File: src/rtl/wbt_pkg.sv
package wbt_pkg;
  typedef enum logic [1:0] {
    BLK_CLEAN  = 2'b00,
    BLK_DIRTY  = 2'b01,
    BLK_ERASED = 2'b10
  } blk_state_e;

  typedef enum logic [1:0] {
    FW_IDLE  = 2'b00,
    FW_SCAN  = 2'b01,
    FW_ISSUE = 2'b10
  } walk_state_e;
endpackage

File: src/rtl/wbt_rst_sync.sv
module wbt_rst_sync (
  input  logic clk,
  input  logic rst_n,
  output logic rst_n_sync
);
  logic [1:0] sync_q;

  always_ff @(posedge clk or negedge rst_n) begin
    if (!rst_n) sync_q <= 2'b00;
    else        sync_q <= {sync_q[0], 1'b1};
  end

  assign rst_n_sync = sync_q[1];
endmodule

File: src/rtl/wbt_range_decode.sv
module wbt_range_decode #(
  parameter int unsigned NBLK  = 64,
  parameter int unsigned CNT_W = $clog2(NBLK + 1)
) (
  input  logic [CNT_W-1:0] off,
  input  logic [CNT_W-1:0] cnt,
  input  logic [CNT_W-1:0] win_blocks,
  output logic             in_bounds,
  output logic [NBLK-1:0]  hit_mask
);
  logic [CNT_W:0] range_end;
  logic [CNT_W:0] limit;

  // One extra bit so offset + count never wraps.
  assign range_end = {1'b0, off} + {1'b0, cnt};
  assign limit     = (win_blocks > CNT_W'(NBLK)) ? (CNT_W+1)'(NBLK) : {1'b0, win_blocks};
  assign in_bounds = (range_end <= limit);

  for (genvar g = 0; g < NBLK; g++) begin : g_hit
    localparam int unsigned BI = g;
    assign hit_mask[g] = ({1'b0, off} <= (CNT_W+1)'(BI)) && ((CNT_W+1)'(BI) < range_end);
  end
endmodule

File: src/rtl/wbt_state_map.sv
module wbt_state_map
  import wbt_pkg::*;
#(
  parameter int unsigned NBLK = 64
) (
  input  logic            clk,
  input  logic            rst_n,
  input  logic            clear_all,
  input  logic            wr_en,
  input  logic [NBLK-1:0] wr_mask,
  input  logic            wr_erase,
  output logic [NBLK-1:0] marked_vec,
  output logic [NBLK-1:0] erased_vec
);
  for (genvar g = 0; g < NBLK; g++) begin : g_cell
    blk_state_e st_q, st_d;
    logic       cell_en;

    assign cell_en = clear_all | (wr_en & wr_mask[g]);

    always_comb begin
      st_d = st_q;
      if (clear_all)                st_d = BLK_CLEAN;
      else if (wr_en && wr_mask[g]) st_d = wr_erase ? BLK_ERASED : BLK_DIRTY;
    end

    always_ff @(posedge clk or negedge rst_n) begin
      if (!rst_n)       st_q <= BLK_CLEAN;
      else if (cell_en) st_q <= st_d;
    end

    assign marked_vec[g] = (st_q != BLK_CLEAN);
    assign erased_vec[g] = (st_q == BLK_ERASED);
  end
endmodule

File: src/rtl/wbt_flush_walker.sv
module wbt_flush_walker
  import wbt_pkg::*;
#(
  parameter int unsigned NBLK  = 64,
  parameter int unsigned IDX_W = $clog2(NBLK),
  parameter int unsigned CNT_W = $clog2(NBLK + 1)
) (
  input  logic             clk,
  input  logic             rst_n,
  input  logic             start,
  input  logic             abort,
  input  logic [NBLK-1:0]  marked_vec,
  input  logic [NBLK-1:0]  erased_vec,
  input  logic             ack,
  output logic             busy,
  output logic             op_valid,
  output logic [IDX_W-1:0] op_blk,
  output logic             op_erase,
  output logic             clear_all,
  output logic             done
);
  walk_state_e      st_q, st_d;
  logic [CNT_W-1:0] cursor_q, cursor_d;
  logic [IDX_W-1:0] blk_q, blk_d;
  logic             erase_q, erase_d;
  logic             done_q, done_d;
  logic             found;
  logic [IDX_W-1:0] found_idx;
  logic             op_en;

  // Lowest marked block at or above the cursor.
  always_comb begin
    found     = 1'b0;
    found_idx = '0;
    for (int i = NBLK - 1; i >= 0; i--) begin
      if (marked_vec[i] && (CNT_W'(i) >= cursor_q)) begin
        found     = 1'b1;
        found_idx = IDX_W'(i);
      end
    end
  end

  always_comb begin
    st_d      = st_q;
    cursor_d  = cursor_q;
    blk_d     = blk_q;
    erase_d   = erase_q;
    done_d    = 1'b0;
    clear_all = 1'b0;
    unique case (st_q)
      FW_IDLE: begin
        if (start) begin
          st_d     = FW_SCAN;
          cursor_d = '0;
        end
      end
      FW_SCAN: begin
        if (found) begin
          blk_d   = found_idx;
          erase_d = erased_vec[found_idx];
          st_d    = FW_ISSUE;
        end else begin
          clear_all = 1'b1;
          done_d    = 1'b1;
          st_d      = FW_IDLE;
        end
      end
      FW_ISSUE: begin
        if (ack) begin
          cursor_d = CNT_W'(blk_q) + CNT_W'(1);
          st_d     = FW_SCAN;
        end
      end
      default: st_d = FW_IDLE;
    endcase
    if (abort) begin
      st_d      = FW_IDLE;
      done_d    = 1'b0;
      clear_all = 1'b0;
    end
  end

  assign op_en = (st_q == FW_SCAN) && found;

  always_ff @(posedge clk or negedge rst_n) begin
    if (!rst_n) begin
      st_q   <= FW_IDLE;
      done_q <= 1'b0;
    end else begin
      st_q   <= st_d;
      done_q <= done_d;
    end
  end

  always_ff @(posedge clk or negedge rst_n) begin
    if (!rst_n)                      cursor_q <= '0;
    else if (st_q != FW_SCAN)        cursor_q <= cursor_d;
  end

  always_ff @(posedge clk or negedge rst_n) begin
    if (!rst_n) begin
      blk_q   <= '0;
      erase_q <= 1'b0;
    end else if (op_en) begin
      blk_q   <= blk_d;
      erase_q <= erase_d;
    end
  end

  assign busy      = (st_q != FW_IDLE);
  assign op_valid  = (st_q == FW_ISSUE);
  assign op_blk    = blk_q;
  assign op_erase  = erase_q;
  assign done      = done_q;
endmodule

File: src/rtl/wbt_read_override.sv
module wbt_read_override #(
  parameter int unsigned NBLK  = 64,
  parameter int unsigned IDX_W = $clog2(NBLK)
) (
  input  logic             clk,
  input  logic             rst_n,
  input  logic             rd_valid,
  input  logic [IDX_W-1:0] rd_blk,
  input  logic [NBLK-1:0]  erased_vec,
  output logic             ovr_en,
  output logic [7:0]       ovr_data
);
  logic en_q, en_d;

  assign en_d = rd_valid & erased_vec[rd_blk];

  always_ff @(posedge clk or negedge rst_n) begin
    if (!rst_n) en_q <= 1'b0;
    else        en_q <= en_d;
  end

  assign ovr_en   = en_q;
  assign ovr_data = {8{en_q}};
endmodule

File: src/rtl/wbt_tracker.sv
module wbt_tracker #(
  parameter int unsigned NBLK  = 64,
  parameter int unsigned OFS_W = 12,
  localparam int unsigned IDX_W  = $clog2(NBLK),
  localparam int unsigned CNT_W  = $clog2(NBLK + 1),
  localparam int unsigned ADDR_W = IDX_W + OFS_W
) (
  input  logic              clk,
  input  logic              rst_n,
  input  logic [CNT_W-1:0]  win_blocks,
  input  logic              win_close,
  input  logic              mark_valid,
  input  logic              mark_erase,
  input  logic [CNT_W-1:0]  mark_off,
  input  logic [CNT_W-1:0]  mark_cnt,
  output logic              mark_ok,
  output logic              mark_rej,
  input  logic              rd_valid,
  input  logic [ADDR_W-1:0] rd_addr,
  output logic              rd_ovr_en,
  output logic [7:0]        rd_ovr_data,
  input  logic              flush_start,
  input  logic              flush_ack,
  output logic              flush_valid,
  output logic [IDX_W-1:0]  flush_blk,
  output logic              flush_is_erase,
  output logic              flush_done,
  output logic              busy
);
  logic            rst_n_i;
  logic            in_bounds;
  logic [NBLK-1:0] hit_mask;
  logic [NBLK-1:0] marked_vec;
  logic [NBLK-1:0] erased_vec;
  logic            walk_clear;
  logic            map_clear;
  logic            mark_acc;
  logic            ok_q, rej_q, ok_d, rej_d;
  logic            unused_ofs;

  wbt_rst_sync u_rst (
    .clk        (clk),
    .rst_n      (rst_n),
    .rst_n_sync (rst_n_i)
  );

  wbt_range_decode #(.NBLK(NBLK), .CNT_W(CNT_W)) u_range (
    .off        (mark_off),
    .cnt        (mark_cnt),
    .win_blocks (win_blocks),
    .in_bounds  (in_bounds),
    .hit_mask   (hit_mask)
  );

  assign mark_acc  = mark_valid & ~busy & ~win_close & in_bounds;
  assign map_clear = win_close | walk_clear;
  assign ok_d      = mark_acc;
  assign rej_d     = mark_valid & ~mark_acc;

  wbt_state_map #(.NBLK(NBLK)) u_map (
    .clk        (clk),
    .rst_n      (rst_n_i),
    .clear_all  (map_clear),
    .wr_en      (mark_acc),
    .wr_mask    (hit_mask),
    .wr_erase   (mark_erase),
    .marked_vec (marked_vec),
    .erased_vec (erased_vec)
  );

  wbt_flush_walker #(.NBLK(NBLK), .IDX_W(IDX_W), .CNT_W(CNT_W)) u_walk (
    .clk        (clk),
    .rst_n      (rst_n_i),
    .start      (flush_start),
    .abort      (win_close),
    .marked_vec (marked_vec),
    .erased_vec (erased_vec),
    .ack        (flush_ack),
    .busy       (busy),
    .op_valid   (flush_valid),
    .op_blk     (flush_blk),
    .op_erase   (flush_is_erase),
    .clear_all  (walk_clear),
    .done       (flush_done)
  );

  wbt_read_override #(.NBLK(NBLK), .IDX_W(IDX_W)) u_rd (
    .clk        (clk),
    .rst_n      (rst_n_i),
    .rd_valid   (rd_valid),
    .rd_blk     (rd_addr[ADDR_W-1:OFS_W]),
    .erased_vec (erased_vec),
    .ovr_en     (rd_ovr_en),
    .ovr_data   (rd_ovr_data)
  );

  assign unused_ofs = ^rd_addr[OFS_W-1:0];

  always_ff @(posedge clk or negedge rst_n_i) begin
    if (!rst_n_i) begin
      ok_q  <= 1'b0;
      rej_q <= 1'b0;
    end else begin
      ok_q  <= ok_d;
      rej_q <= rej_d;
    end
  end

  assign mark_ok  = ok_q;
  assign mark_rej = rej_q;
endmodule

File: config.mk
export PLATFORM = sky130hd
export DESIGN_NAME = wbt_tracker
export DESIGN_NICKNAME = d
export VERILOG_FILES = /design/src/rtl/wbt_pkg.sv /design/src/rtl/wbt_rst_sync.sv /design/src/rtl/wbt_range_decode.sv /design/src/rtl/wbt_state_map.sv /design/src/rtl/wbt_flush_walker.sv /design/src/rtl/wbt_read_override.sv /design/src/rtl/wbt_tracker.sv
export SDC_FILE = /design/constraint.sdc
export NUM_CORES = 1
export LEC_CHECK = 0
export ABC_CLOCK_PERIOD_IN_PS = 8200
export BUFFER_PORTS_ARGS = -buffer_cell sky130_fd_sc_hd__buf_2
export CELL_PAD_IN_SITES_DETAIL_PLACEMENT = 0
export CELL_PAD_IN_SITES_GLOBAL_PLACEMENT = 2
export CORE_MARGIN = 1.5
export CORE_UTILIZATION = 42
export CTS_CLUSTER_DIAMETER = 30
export DETAILED_ROUTE_END_ITERATION = 7
export PLACE_DENSITY_LB_ADDON = 0.1
export SKIP_LAST_GASP = 1
export SYNTH_ARGS = -nofsm -noshare
export SYNTH_HDL_FRONTEND = slang
export SYNTH_SLANG_ARGS = --single-unit
export TNS_END_PERCENT = 50
File: constraint.sdc
create_clock -name clk -period 8.2 [get_ports clk]
set_input_delay 0.82 -clock clk [delete_from_list [all_inputs] [get_ports clk]]
set_output_delay 0.82 -clock clk [all_outputs]
set_load 0.01 [all_outputs]
# After elaboration in Yosys (flattened, before gate mapping)
# Index checks and enable logic that the tools add are counted.
# totals
ff_bits	150
in_bits	47
# classes
n_addsub	2
n_lt_le_gt_ge	196
eq_ne	71
mux	273
bitwise	137
reduce_logical	391
# ops
op	count
$mux W6	64
$mux W2	133
$reduce_bool A2 Y1	130
$lt A6 B8 Y1 const A	32
$ge A6 B7 Y1 const A	32
$le A7 B6 Y1 const B	32
$logic_and A1 B1 Y1	193
$eq A2 B2 Y1 const B	65
$reduce_and A2 Y1	65
$lt A5 B8 Y1 const A	16
$ge A5 B7 Y1 const A	16
$le A7 B5 Y1 const B	16
$and A1 B1 Y1	69
$mux W1	69
$or A1 B1 Y1	65
$lt A4 B8 Y1 const A	8
$ge A4 B7 Y1 const A	8
$le A7 B4 Y1 const B	8
$lt A3 B8 Y1 const A	4
$ge A3 B7 Y1 const A	4
$le A7 B3 Y1 const B	4
$mux W7	3
$lt A1 B8 Y1 const A	2
$lt A2 B8 Y1 const A	2
other kinds (20)	30

# Logic depth before layout (Yosys ltp)
# depth
depth_word	72
depth_mapped	19
mapped_depth_nobuf	16

# Modules after synthesis
# A second synthesis with hierarchy kept.
# unflattened
hier_cells	1538
area_unflattened_um2	13126.3
# by_module_without_submodules
module	instances	cells_per_inst	area_per_inst_um2
wbt_state_map	1	617	6424.9
wbt_flush_walker	1	552	3818.7
wbt_range_decode	1	302	2030.7
wbt_read_override	1	58	724.4
wbt_tracker	1	6	73.8
wbt_rst_sync	1	3	53.8

# Worst setup path after synthesis
# No wires, ideal clock.
# synth_path
path_type	input port to flip-flop
start	input port mark_off[0]
end	register u_map.g_cell[2].st_q[1]
setup_time_ns	0.132
arrival_time_ns	4.746
setup_slack_ns	3.322
stages	18
cell_sequence	ha_1 > fa_1 > a21o_1 > a21oi_1 > xnor2_1 > clkinv_1 > ha_1 > o21a_1 > o21a_1 > o21a_1 > o22a_1 > or4_1 > clkbuf_1 > nand2b_1 > buf_2 > a211oi_2 > mux2i_1 > nor2_1
# synth_via
elab_chain_cells	6
elab_cells_between_ends	11
classes_between	1 x add/sub; 3 x order compare; 3 x bitwise; 4 x reduce/logical
# synth_rtl
element	line_no	source
start: declaration	wbt_tracker.sv:14	input logic [CNT_W-1:0] mark_off,
$add A7 B7 Y8	wbt_range_decode.sv:15	assign range_end = {1'b0, off} + {1'b0, cnt};
$le A8 B8 Y1 or $lt A2 B8 Y1 (tied branches)	wbt_range_decode.sv:17, wbt_range_decode.sv:21	
$and A1 B1 Y1 or $logic_and A1 B1 Y1 (tied branches)	wbt_tracker.sv:55, wbt_range_decode.sv:21	
$and A1 B1 Y1 or $logic_and A1 B1 Y1 (tied branches)	wbt_state_map.sv:19, wbt_state_map.sv:24	
$or A1 B1 Y1 or $reduce_bool A2 Y1 (tied branches)	--	
$reduce_and A2 Y1 (no line) (*)	--	
end signal: assignment	wbt_state_map.sv:29	else if (cell_en) st_q <= st_d;
end: declaration	wbt_state_map.sv:16	blk_state_e st_q, st_d;
# Mark *: on every way between the ends. The rest lies on a longest branch, timed or not.
# A chain may end at the register's enable or synchronous reset.

# Worst setup path after layout
# layout_path
start	input port mark_off[0]
end	register u_map.g_cell[59].st_q[1]
# layout_via
elab_chain_cells	6
elab_cells_between_ends	11
classes_between	1 x add/sub; 3 x order compare; 3 x bitwise; 4 x reduce/logical
# layout_rtl
element	line_no
$add A7 B7 Y8	wbt_range_decode.sv:15
$le A8 B8 Y1 or $lt A6 B8 Y1 (tied branches)	wbt_range_decode.sv:17, wbt_range_decode.sv:21
$and A1 B1 Y1 or $logic_and A1 B1 Y1 (tied branches)	wbt_tracker.sv:55, wbt_range_decode.sv:21
$and A1 B1 Y1 or $logic_and A1 B1 Y1 (tied branches)	wbt_state_map.sv:19, wbt_state_map.sv:24
$or A1 B1 Y1 or $reduce_bool A2 Y1 (tied branches)	--
$reduce_and A2 Y1 (no line) (*)	--
end signal: assignment	wbt_state_map.sv:29
end: declaration	wbt_state_map.sv:16
# Marked as above.

==> results.sh <==
export IMPL_status="finished, final reports clean"
export IMPL_start_util_pct=42.79
export IMPL_core_area_um2=26880
export IMPL_io_pins=68
export IMPL_synth_top_area_share_pct=32.64
export IMPL_synth_enable_flop_cells=0
export IMPL_clk_pin_slew_ns=0.07
export IMPL_cts_setup_buffers=0
export IMPL_powerDensity_nw_per_um2=210.7
export IMPL_yosys_warnings=0
export IMPL_clk_insertion_delay_late_ns=0.45
export IMPL_cts_tree="yes"
export IMPL_antenna_found_initial=0
export IMPL_hpwl_mm=31.24
export IMPL_vias=10540
export IMPL_vias_per_cell=6.295
export IMPL_antenna_diode_count=0
export IMPL_netlist_instances=1333
export IMPL_cts_buffers=17
export IMPL_gp_congestion=0.9149
export IMPL_drv_slew=0
export IMPL_grt_pass1_wl_mm=62.71
export IMPL_ant_nets=0
export IMPL_critPathLaunchType="input pin"
export IMPL_routedWlPerCell_um=24.96
export IMPL_grt_pass1_vias=9823
export IMPL_clockBufferDepth=2
export IMPL_dr_pass1_iters=6
export IMPL_cp_max_fo=23
export IMPL_min_path_type="input pin to asynchronous set/reset pin"
export IMPL_synth_largest_area_cell="dfrtp_1"
export IMPL_critPathKind="input pin to register"
export IMPL_async_flop_share_pct=100.0
export IMPL_syn_to_final_growth_pct=8.127
export IMPL_ctsResizeCount=0
export IMPL_routed_wl_mm=41.80
export IMPL_drive_above_1_share_pct=12.74
export IMPL_worst_slew_pin_slew_ns=1.062
export IMPL_drv_cap=0
export IMPL_cp_required_ns=8.49
export IMPL_drc=0
export IMPL_syn_nets=1396
export IMPL_io_buffers=55
export IMPL_rows=60
export IMPL_total_power_mw=2.620
export IMPL_grt_overflow=0
export IMPL_max_vdd_ir_drop_mv=0.1397
export IMPL_gr_usage_all_layers_pct=29.90
export IMPL_fin_setup_tns_ns=0
export IMPL_setup_viol=0
export IMPL_cp_end_kind="register"
export IMPL_drt_iter0_markers=1245
export IMPL_postSynthAreaPerCell_um2=8.627
export IMPL_fmax_mhz=169.6
export IMPL_worstPathArrival_ns=6.19
export IMPL_skew_ns=0.01548
export IMPL_root_buffer="clkbuf_16"
export IMPL_dieHeight_um=168.5
export IMPL_synthTopCellsByArea="dfrtp_1 33%, mux2i_1 8.8%, nor2_1 7.6%"
export IMPL_seq_area_frac_synth_pct=32.64
export IMPL_yosysUniqueCellTypes=98
export IMPL_yosys_most_used_dff="dfrtp_1"
export IMPL_yosys_register_bits=150
export IMPL_finalCritPeriodShare_pct=71.90
export IMPL_ctsHtreeMaxLevel=4
export IMPL_relSlewSlack_pct=28.79
export IMPL_synth_area_um2=11500
export IMPL_finalNetCount=1384
export IMPL_die_area_um2=28380
export IMPL_dieWidth_um=168.5
export IMPL_min_period_ns=5.896
export IMPL_hold_viol_final=0
export IMPL_ctsHoldBuffers=0
export IMPL_cts_num_sinks=150
export IMPL_grt_start_max_net_pins=81
export IMPL_rsz0062_at_grt="false"
export IMPL_p_leak_nw=5.372
sequential cells by signal, indices dropped and copies added, names as in the netlist:
signal	cells
u_rst.sync_q	2
u_rd.ovr_en	1
u_walk.cursor_q	7
mark_rej	1
u_map.g_cell.st_q	128
mark_ok	1
u_walk.op_erase	1
u_walk.st_q	2
u_walk.op_blk	6
u_walk.done	1
power breakdown:
part | leakage [nW] | switching, mW | internal [mW]
clock | 0.298 | 0.374 | 0.462
combinational | 3.00 | 0.632 | 0.326
sequential | 2.07 | 0.0530 | 0.772
cell type report:
class | count | area [um2]
fill | 2689 | 14440
multi-input combinational | 1060 | 7174
tap | 341 | 426.7
clock buffer | 17 | 425.4
timing repair buffer | 69 | 380.4
clock inverter | 15 | 183.9
sequential | 150 | 3757
inverter | 23 | 86.33
routing by layer:
| layer | up-vias | track usage (%) | wire length, um |
|---|---|---|---|
| li1 | 4884 | - | - |
| met1 | 5188 | 41.94 | 18740 |
| met2 | 413 | 47.10 | 18810 |
| met3 | 59 | 5.354 | 3118 |
| met4 | 0 | 8.929 | 1133 |
| met5 | - | 0 | 0 |
kinds of logic (layout without fill, tap and decap cells):
kind of cell | after synthesis | count (layout) | synth area share, %
compound gates | 363 | 363 | 23.36
xor+xnor | 9 | 9 | 0.6855
fa+ha+maj | 16 | 16 | 1.806
buf+inv | 123 | 124 | 5.168
flops | 150 | 150 | 32.64
mux | 130 | 130 | 13.49
other cells | 1 | 1 | 0.03261
simple gates | 541 | 541 | 22.82
Yosys cell counts, types with 20 or more instances:
master	count
nor2_1	234
dfrtp_1	150
mux2i_1	101
a21oi_1	77
nand2_1	76
clkbuf_1	62
nand2b_1	48
a211oi_1	47
nor2b_1	45
o21ai_0	45
nor3_1	36
nand3_1	24
inv_1	20
o211ai_1	20
final timing paths:
path,startpoint,endpoint,slack [ns],cells past startpoint
setup / recovery,mark_off[0],u_map.g_cell[59].st_q[1],2.30,18
hold / removal,rst_n,u_rst.sync_q[1],0.15,1
setup reg to reg,u_walk.cursor_q[6],u_map.g_cell[31].st_q[0],3.23,12
hold reg to reg,u_rst.sync_q[0],u_rst.sync_q[1],0.35,0
max in group asynchronous,u_rst.sync_q[1],u_map.g_cell[31].st_q[0],6.12,1
min in group clk,u_rst.sync_q[0],u_rst.sync_q[1],0.35,0
worst max-delay path, cell delays in order:
cell      delay [ns]
buf_2           0.14
ha_1            0.23
fa_1            0.40
a21o_1          0.19
a21oi_1         0.23
xnor2_1         0.39
clkinv_1        0.50
ha_1            0.44
o21a_1          0.11
o21a_1          0.16
o21a_1          0.16
o22a_1          0.26
nor4_4          0.22
buf_4           0.30
nand2_1         0.36
a211oi_1        0.94
mux2i_1         0.27
nor2_1          0.05
layout by cell type (no fill, tap or decap), drive strengths merged, types with 9 or more instances in the layout:
| cell type | count |
|---|---|
| o211ai | 20 |
| nor2b | 45 |
| nor2 | 234 |
| mux4 | 19 |
| a21o | 14 |
| a211oi | 58 |
| o21bai | 9 |
| a21oi | 77 |
| nor3 | 37 |
| clkbuf | 17 |
| o21a | 16 |
| inv | 28 |
| o21ai | 52 |
| nand2 | 77 |
| o221ai | 9 |
| nor4 | 9 |
| a221oi | 15 |
| a221o | 10 |
| nand3 | 24 |
| buf | 69 |
| o22ai | 13 |
| ha | 15 |
| and2 | 11 |
| nand2b | 48 |
| dfrtp | 150 |
| mux2 | 10 |
| mux2i | 101 |
through the flow:
stage / hold slack (ns) / util, % / instances / setup slack, ns / cell area [um2]
floorplan: 0.3312 / - / 1333 / 3.322 / 11500
global placement: 0.3360 / 44.00 / 1643 / 1.956 / 11830
detailed placement: 0.3355 / 44.00 / 1643 / 1.995 / 11830
CTS: 0.1342 / 46.27 / 1675 / 2.441 / 12430
global route: 0.1344 / 46.27 / 1675 / 2.110 / 12430
finish: 0.1478 / 46.27 / 1675 / 2.304 / 12430
No activity file was read; power rests on OpenSTA's default activity.
